$ cat src/rtl/alu_shift_unit.sv
module alu_shift_unit #(
  parameter int W = 4
) (
  input  logic [W-1:0] a,
  input  logic [W-1:0] b,
  input  logic [6:0]   ctl,
  output logic [W-1:0] y,
  output logic         cout
);

  logic [W-1:0] opnd, sum, lgc, mid;
  logic [W:0]   cy;

  always_comb begin
    case (ctl[2:1])
      2'b00:   opnd = b;
      2'b01:   opnd = ~b;
      2'b10:   opnd = '0;
      default: opnd = '1;
    endcase
  end

  assign cy[0] = ctl[0];
  for (genvar i = 0; i < W; i++) begin : g_fa
    assign sum[i]  = a[i] ^ opnd[i] ^ cy[i];
    assign cy[i+1] = (a[i] & opnd[i]) | (cy[i] & (a[i] ^ opnd[i]));
  end
  assign cout = cy[W];

  always_comb begin
    case (ctl[1:0])
      2'b00:   lgc = a & b;
      2'b01:   lgc = a | b;
      2'b10:   lgc = a ^ b;
      default: lgc = ~a;
    endcase
  end

  assign mid = ctl[3] ? lgc : sum;

  always_comb begin
    case (ctl[6:4])
      3'b001:  y = {1'b0, mid[W-1:1]};
      3'b010:  y = {mid[W-2:0], 1'b0};
      3'b011:  y = {mid[W-1], mid[W-1:1]};
      3'b101:  y = {mid[0], mid[W-1:1]};
      3'b110:  y = {mid[W-2:0], mid[W-1]};
      default: y = mid;
    endcase
  end

  always_comb begin
    if (ctl[6:4] == 3'b101 || ctl[6:4] == 3'b110)
      AST_ROTATE_KEEPS_ONES: assert ($countones(y) == $countones(mid));
    if (ctl[5:4] == 2'b00 || ctl[6:4] == 3'b111)
      AST_PASS_UNCHANGED: assert (y == mid);
    if (ctl[6:4] == 3'b001)
      AST_LSR_TOP_ZERO: assert (!y[W-1] && y[W-2:0] == mid[W-1:1]);
    if (ctl[6:4] == 3'b010)
      AST_LSL_LOW_ZERO: assert (!y[0] && y[W-1:1] == mid[W-2:0]);
    if (ctl[6:4] == 3'b011)
      AST_ASR_SIGN_HELD: assert (y[W-1] == mid[W-1]);
    if (ctl[2:0] == 3'b100)
      AST_ZERO_OPERAND_NO_CARRY: assert (!cout);
  end

endmodule

$ cat config.mk
export PLATFORM = sky130hd
export DESIGN_NAME = alu_shift_unit
export DESIGN_NICKNAME = d
export VERILOG_FILES = /design/src/rtl/alu_shift_unit.sv
export SDC_FILE = /design/constraint.sdc
export NUM_CORES = 1
export LEC_CHECK = 0
export ABC_AREA = 1
export BUFFER_PORTS_ARGS = -buffer_cell sky130_fd_sc_hd__buf_2
export CORE_ASPECT_RATIO = 1.2
export CORE_MARGIN = 2
export CORE_UTILIZATION = 30
export DETAILED_ROUTE_END_ITERATION = 7
export GPL_ROUTABILITY_DRIVEN = 0
export PLACE_DENSITY = 0.6
export SLEW_MARGIN = 0
export SYNTH_ARGS = -nofsm -noshare
export SYNTH_HDL_FRONTEND = slang
export SYNTH_SLANG_ARGS = --single-unit
$ cat constraint.sdc
create_clock -name vclk -period 8.7
set_input_delay 0.87 -clock vclk [all_inputs]
set_output_delay 0.87 -clock vclk [all_outputs]
set_load 0.02 [all_outputs]
==> key figures, run 1 <==
Min path
  • Hold path depth: 4
  • Hold crit path type: input port to primary output

Detailed routing
  • Max Used Layer: met4
  • Final WL: 1338 um
  • DRT met1 WL: about 600 um
  • DRT antenna net count: 0
  • Starting DRT DRC Count: 4
  • WL met2: ~650 um
  • Routed length on met3: between 50 and 60 um
  • Avg Vias per Cell: approximately 4.6
  • Routed wire length per instance: 9.102 um
  • Detailed Routing Iterations Pass 1: 3
  • Vias post-DR: between 600 and 700
  • DRC: 0

Yosys
  • Avg Cell Area, Syn: approximately 5.8 um^2
  • Synth warn: 0
  • Syn Nets: around 140
  • Top post-synthesis cells by area: ha_1 16%, inv_1 13%, fa_1 13%, nand2_1 11%, nand3_1 8.9%
  • Register area share after synthesis: 0%
  • Top-area cell type share of the netlist area: 16.10%
  • Yosys cell types: 17
  • Netlist Area Pre-Place: a little over 600 um^2
  • Cells after Synth: around 110
  • Dominant cell type by area after synthesis: ha_1

Floorplanning
  • # IOs: 20
  • DIE WIDTH: 45.56 um
  • Core Area: 2004 um^2
  • Die Height: 53.88 um
  • Rows: 18
  • Total die area: approximately 2500 um^2
  • Starting Density: between 30% and 40%

Final layout
  • Commonest cells after routing, fill and taps aside: 22 x inv_1, 20 x buf_2, 19 x nand2_1
  • Storage cell area: 0 um^2
  • Clk_buf instances: 0
  • Final net count: about 160
  • Diodes inserted: 0
  • FFs & Latches: 0
  • Area delta synth->final: 18.91%
  • Fraction of layout cells with a size suffix above 1: ~28%
  • Commonest non-fill, non-tap cell in the layout: inv_1
  • # fillers: 225
  • Fin util: between 30 and 40%

STA
  • Slew Limit Fails: 0
  • Final setup vio count: 0
  • Tcrit/Tclk final: 53.90%
  • Slew margin rel.: roughly four fifths
  • Fmax: 213.3 MHz
  • Setup TNS: 0 ns
  • RSZ-0062 raised after global routing: no
  • Hold Fails Final Rpt: 0
  • Fin crit period: 4.689 ns
  • Worst Tran Pin Value: between 0.3 and 0.4 ns

Run status
  • Status: completed

Global route
  • Total global routing overflow: 0
  • Vias in the first global route: 627
  • First-pass GRT wire length: 2421 um
  • Initial antenna violation count: 0
  • Largest net degree at the start of global routing: 15
  • Gr usage total: between 10% and 20%

Power
  • Worst IR drop on VDD: about 0.000030 V
  • Power per Cell Area: just over 60 nW/um^2
  • Static Leak: between 0.4 and 0.5 nW

Setup path
  • Req. time, crit path: ~7.8 ns
  • Crit Path Class: input port to primary output
  • Crit path arrival time: approximately 3.8 ns
  • Critical path launch point type: input port
  • Critical path endpoint category: primary output
  • CP max FO: 14

Clock network
  • Hold-fix buffers, CTS: 0
  • Post-CTS setup buffer count: 0
  • Post-CTS Resized: 0

Run
  • Maxcap violations: 0

Place
  • Port Buf Inserts: 20
  • DP Wirelength: 1202 um
## final timing paths
kind	startpoint	to
setup / recovery	ctl[1]	y[3]
hold / removal	ctl[6]	y[0]
## metrics by stage
| step | std cells | instance area [um^2] | hold slack [ns] | worst slack [ns] | power, mW |
|---|---|---|---|---|---|
| 3_3_place_gp | 147 | 739.5 | 2.155 | 4.054 | 0.04542 |
| 4_1_cts | 147 | 739.5 | 2.152 | 3.983 | 0.04673 |
| 3_5_place_dp | 147 | 739.5 | 2.151 | 3.984 | 0.04664 |
| 6_report | 147 | 739.5 | 2.147 | 4.011 | 0.04607 |
| 5_1_grt | 147 | 739.5 | 2.167 | 3.786 | 0.05333 |
| 2_1_floorplan | 108 | 621.8 | 1.976 | 4.171 | 0.03214 |
## critical path: stages
cell and delay, ns:
buf_2 0.18, or2_2 0.33, a31oi_1 0.18, fa_1 0.19, inv_1 0.05, fa_1 0.38
fa_1 0.39, fa_1 0.43, or2_2 0.29, nand2_2 0.11, nand2_2 0.05, nand2_2 0.06
nor2_1 0.04, nor2_1 0.08, buf_2 0.16
## metal layers
| metal | global-route usage [%] | up-vias |
|---|---|---|
| met4 | 2.941 | 0 |
| met2 | 24.41 | 16 |
| met3 | 0.3356 | 2 |
| met1 | 14.43 | 276 |
| li1 | - | 378 |
| met5 | 0 | - |
## cells in the mapped netlist (all sizes together)
cell and instances:
nand2 25, inv 24, o21ai 14, nor2 12, nand3 11, ha 8
fa 4, or2 4, nor3 2, a31oi 1, buf 1, nand4 1
o22ai 1
## logic make-up (layout without fill, tap and decap cells)
logic type,after synthesis,in the layout,share of synthesized area (%)
adders and majority gates,12,12,28.98
and+or+nand+nor,55,55,40.24
buffers and inverters,25,44,15.70
AOI/OAI and AO/OA,16,16,15.09
## power by group
group	switching [mW]	internal [mW]
logic	0.0284	0.0177
registers	0	0
clock network	0	0
total	0.0284	0.0177
## area by class of cell
type               count  area, um^2  area share [%]
inverters             24       90.09           12.18
multi-input cells     83       524.3           70.90
well taps             20       25.02           3.384
repair buffers        20       100.1           13.54
No activity file was read; power rests on OpenSTA's default activity.
==> inputs of run 2 (changes only) <==
- PLACE_DENSITY: 0.6 -> 0.62
- clock period: 8.7 -> 4.18 ns (I/O delays scaled with it)
==> run 2 against run 1 <==
Effect of this change:
- sequential share of layout area is the same
- critical path depth did not move
- largest cell class unchanged
- final area is 1.0% higher
- combinational power rose by 110%
- clock-buffer cell count unchanged
- flip-flop and latch count unchanged
- global-route usage shrank 0.27 points
- core utilization increased by 0.37 points
- setup slack worse by 3.5 ns
- non-clock buffer count increased by 1
==> key figures, run 2 (same netlist as run 1, synthesis figures left out) <==
Run status
  • Status: completed

Detailed routing
  • DRC: 0
  • DRT antenna net count: 0
  • Detailed Routing Iterations Pass 1: 3
  • Final WL: ~1300 um
  • Avg Vias per Cell: 4.574
  • Routed wire length per instance: 8.804 um
  • DRT met1 WL: around 570 um
  • WL met2: 628 um
  • Routed length on met3: between 70 and 80 um
  • Max Used Layer: met4
  • Starting DRT DRC Count: 2
  • Vias post-DR: a little under 700

STA
  • Slew margin rel.: between 80% and 90%
  • Slew Limit Fails: 0
  • Fmax: around 270 MHz
  • Hold Fails Final Rpt: 0
  • Setup TNS: 0 ns
  • Tcrit/Tclk final: roughly nine tenths
  • Final setup vio count: 0
  • Worst Tran Pin Value: 0.2950 ns
  • Worst hold slack: 1.249 ns
  • Fin crit period: around 3.7 ns
  • RSZ-0062 raised after global routing: no

Final layout
  • Clk_buf instances: 0
  • Commonest non-fill, non-tap cell in the layout: inv_1
  • # fillers: 208
  • Final net count: around 160
  • FFs & Latches: 0
  • Storage cell area: 0 um^2
  • Fraction of layout cells with a size suffix above 1: 28.13%
  • Diodes inserted: 0
  • Multi-input logic area: around 520 um^2
  • Commonest cells after routing, fill and taps aside: 22 x inv_1, 20 x buf_2, 19 x nand2_1
  • Area delta synth->final: 20.12%

Run
  • Maxcap violations: 0

Place
  • DP Wirelength: between 1000 and 1500 um
  • Port Buf Inserts: 20

Floorplanning
  • # IOs: 20
  • Core Area: roughly 2000 um^2
  • Rows: 18
  • Total die area: 2455 um^2
  • Die Height: between 50 and 60 um
  • DIE WIDTH: 45.56 um
  • Starting Density: ~31%

Global route
  • First-pass GRT wire length: 2359 um
  • Largest net degree at the start of global routing: 13
  • Total global routing overflow: 0
  • Gr usage total: approximately 12%
  • Initial antenna violation count: 0
  • Vias in the first global route: between 600 and 700

Setup path
  • CP max FO: 4
  • Critical path endpoint category: primary output
  • Crit path arrival time: 3.29 ns
  • Req. time, crit path: 3.76 ns
  • Critical path launch point type: input port
  • Crit Path Class: input port to primary output

Power
  • Worst IR drop on VDD: about 0.000053 V
  • Static Leak: 0.4509 nW
  • Register share of total power: 0%
  • Internal power: around 0.038 mW
  • Logic pwr share: 100.0%
  • Power per Cell Area: 130.7 nW/um^2
  • P_sw: 0.05947 mW
  • Clock Power Share: 0%
  • Switching share of power: between 60% and 70%

Clock network
  • Post-CTS setup buffer count: 0
  • Hold-fix buffers, CTS: 0
  • Post-CTS Resized: 0

Min path
  • Hold crit path type: input port to primary output
  • Hold path depth: 4
  • Critical hold path startpoint: ctl[6]
  • Hold Path Sink: y[0]
run 2: changes by cell type in the layout (fill, tap and decap cells not counted):
cell / delta
buf_4: +1
run 2: worst max-delay path, stage by stage:
cell	delay, ns
buf_2	0.10
or2_2	0.32
a31oi_1	0.19
fa_1	0.20
inv_1	0.05
fa_1	0.39
fa_1	0.39
fa_1	0.44
or2_2	0.29
nand2_2	0.11
nand2_2	0.05
nand2_2	0.06
nor2_1	0.04
nor2_1	0.08
buf_2	0.17
run 2: worst max-delay path by stage:
stage	start	end	slack [ns]	cells past startpoint
3_5_place_dp	ctl[2]	y[2]	0.46	15
4_1_cts	ctl[2]	y[2]	0.46	15
6_report	ctl[2]	y[2]	0.47	15
2_1_floorplan	ctl[1]	y[2]	0.55	14
5_1_grt	ctl[2]	y[2]	0.27	15
3_3_place_gp	ctl[2]	y[2]	0.50	15
run 2: power groups by stage:
stage	Clock, mW	Sequential (mW)	Combinational [mW]
floorplan	0	0	0.0669
global placement	0	0	0.0951
detailed placement	0	0	0.0984
CTS	0	0	0.0986
global route	0	0	0.113
finish	0	0	0.0976
run 2: routing by layer:
metal / global-route usage (%) / up-vias
li1: - / 377
met1: 13.43 / 279
met2: 24.41 / 19
met3: 0.6711 / 2
met4: 2.941 / 0
met5: 0 / -
run 2: final cells by class:
cell class	instances	share of cell area [%]
multi-input combinational	83	70.18
timing repair buffer	21	14.41
inverter	24	12.06
tap	20	3.350
run 2: metrics by stage:
step	instances	util, %	instance area, um^2	power, mW	worst slack [ns]
4_1_cts	148	37.27	747.0	0.09861	0.4596
2_1_floorplan	108	-	621.8	0.06689	0.5545
3_3_place_gp	148	37.27	747.0	0.09512	0.5026
3_5_place_dp	148	37.27	747.0	0.09836	0.4607
5_1_grt	148	37.27	747.0	0.1126	0.2747
6_report	148	37.27	747.0	0.09759	0.4673
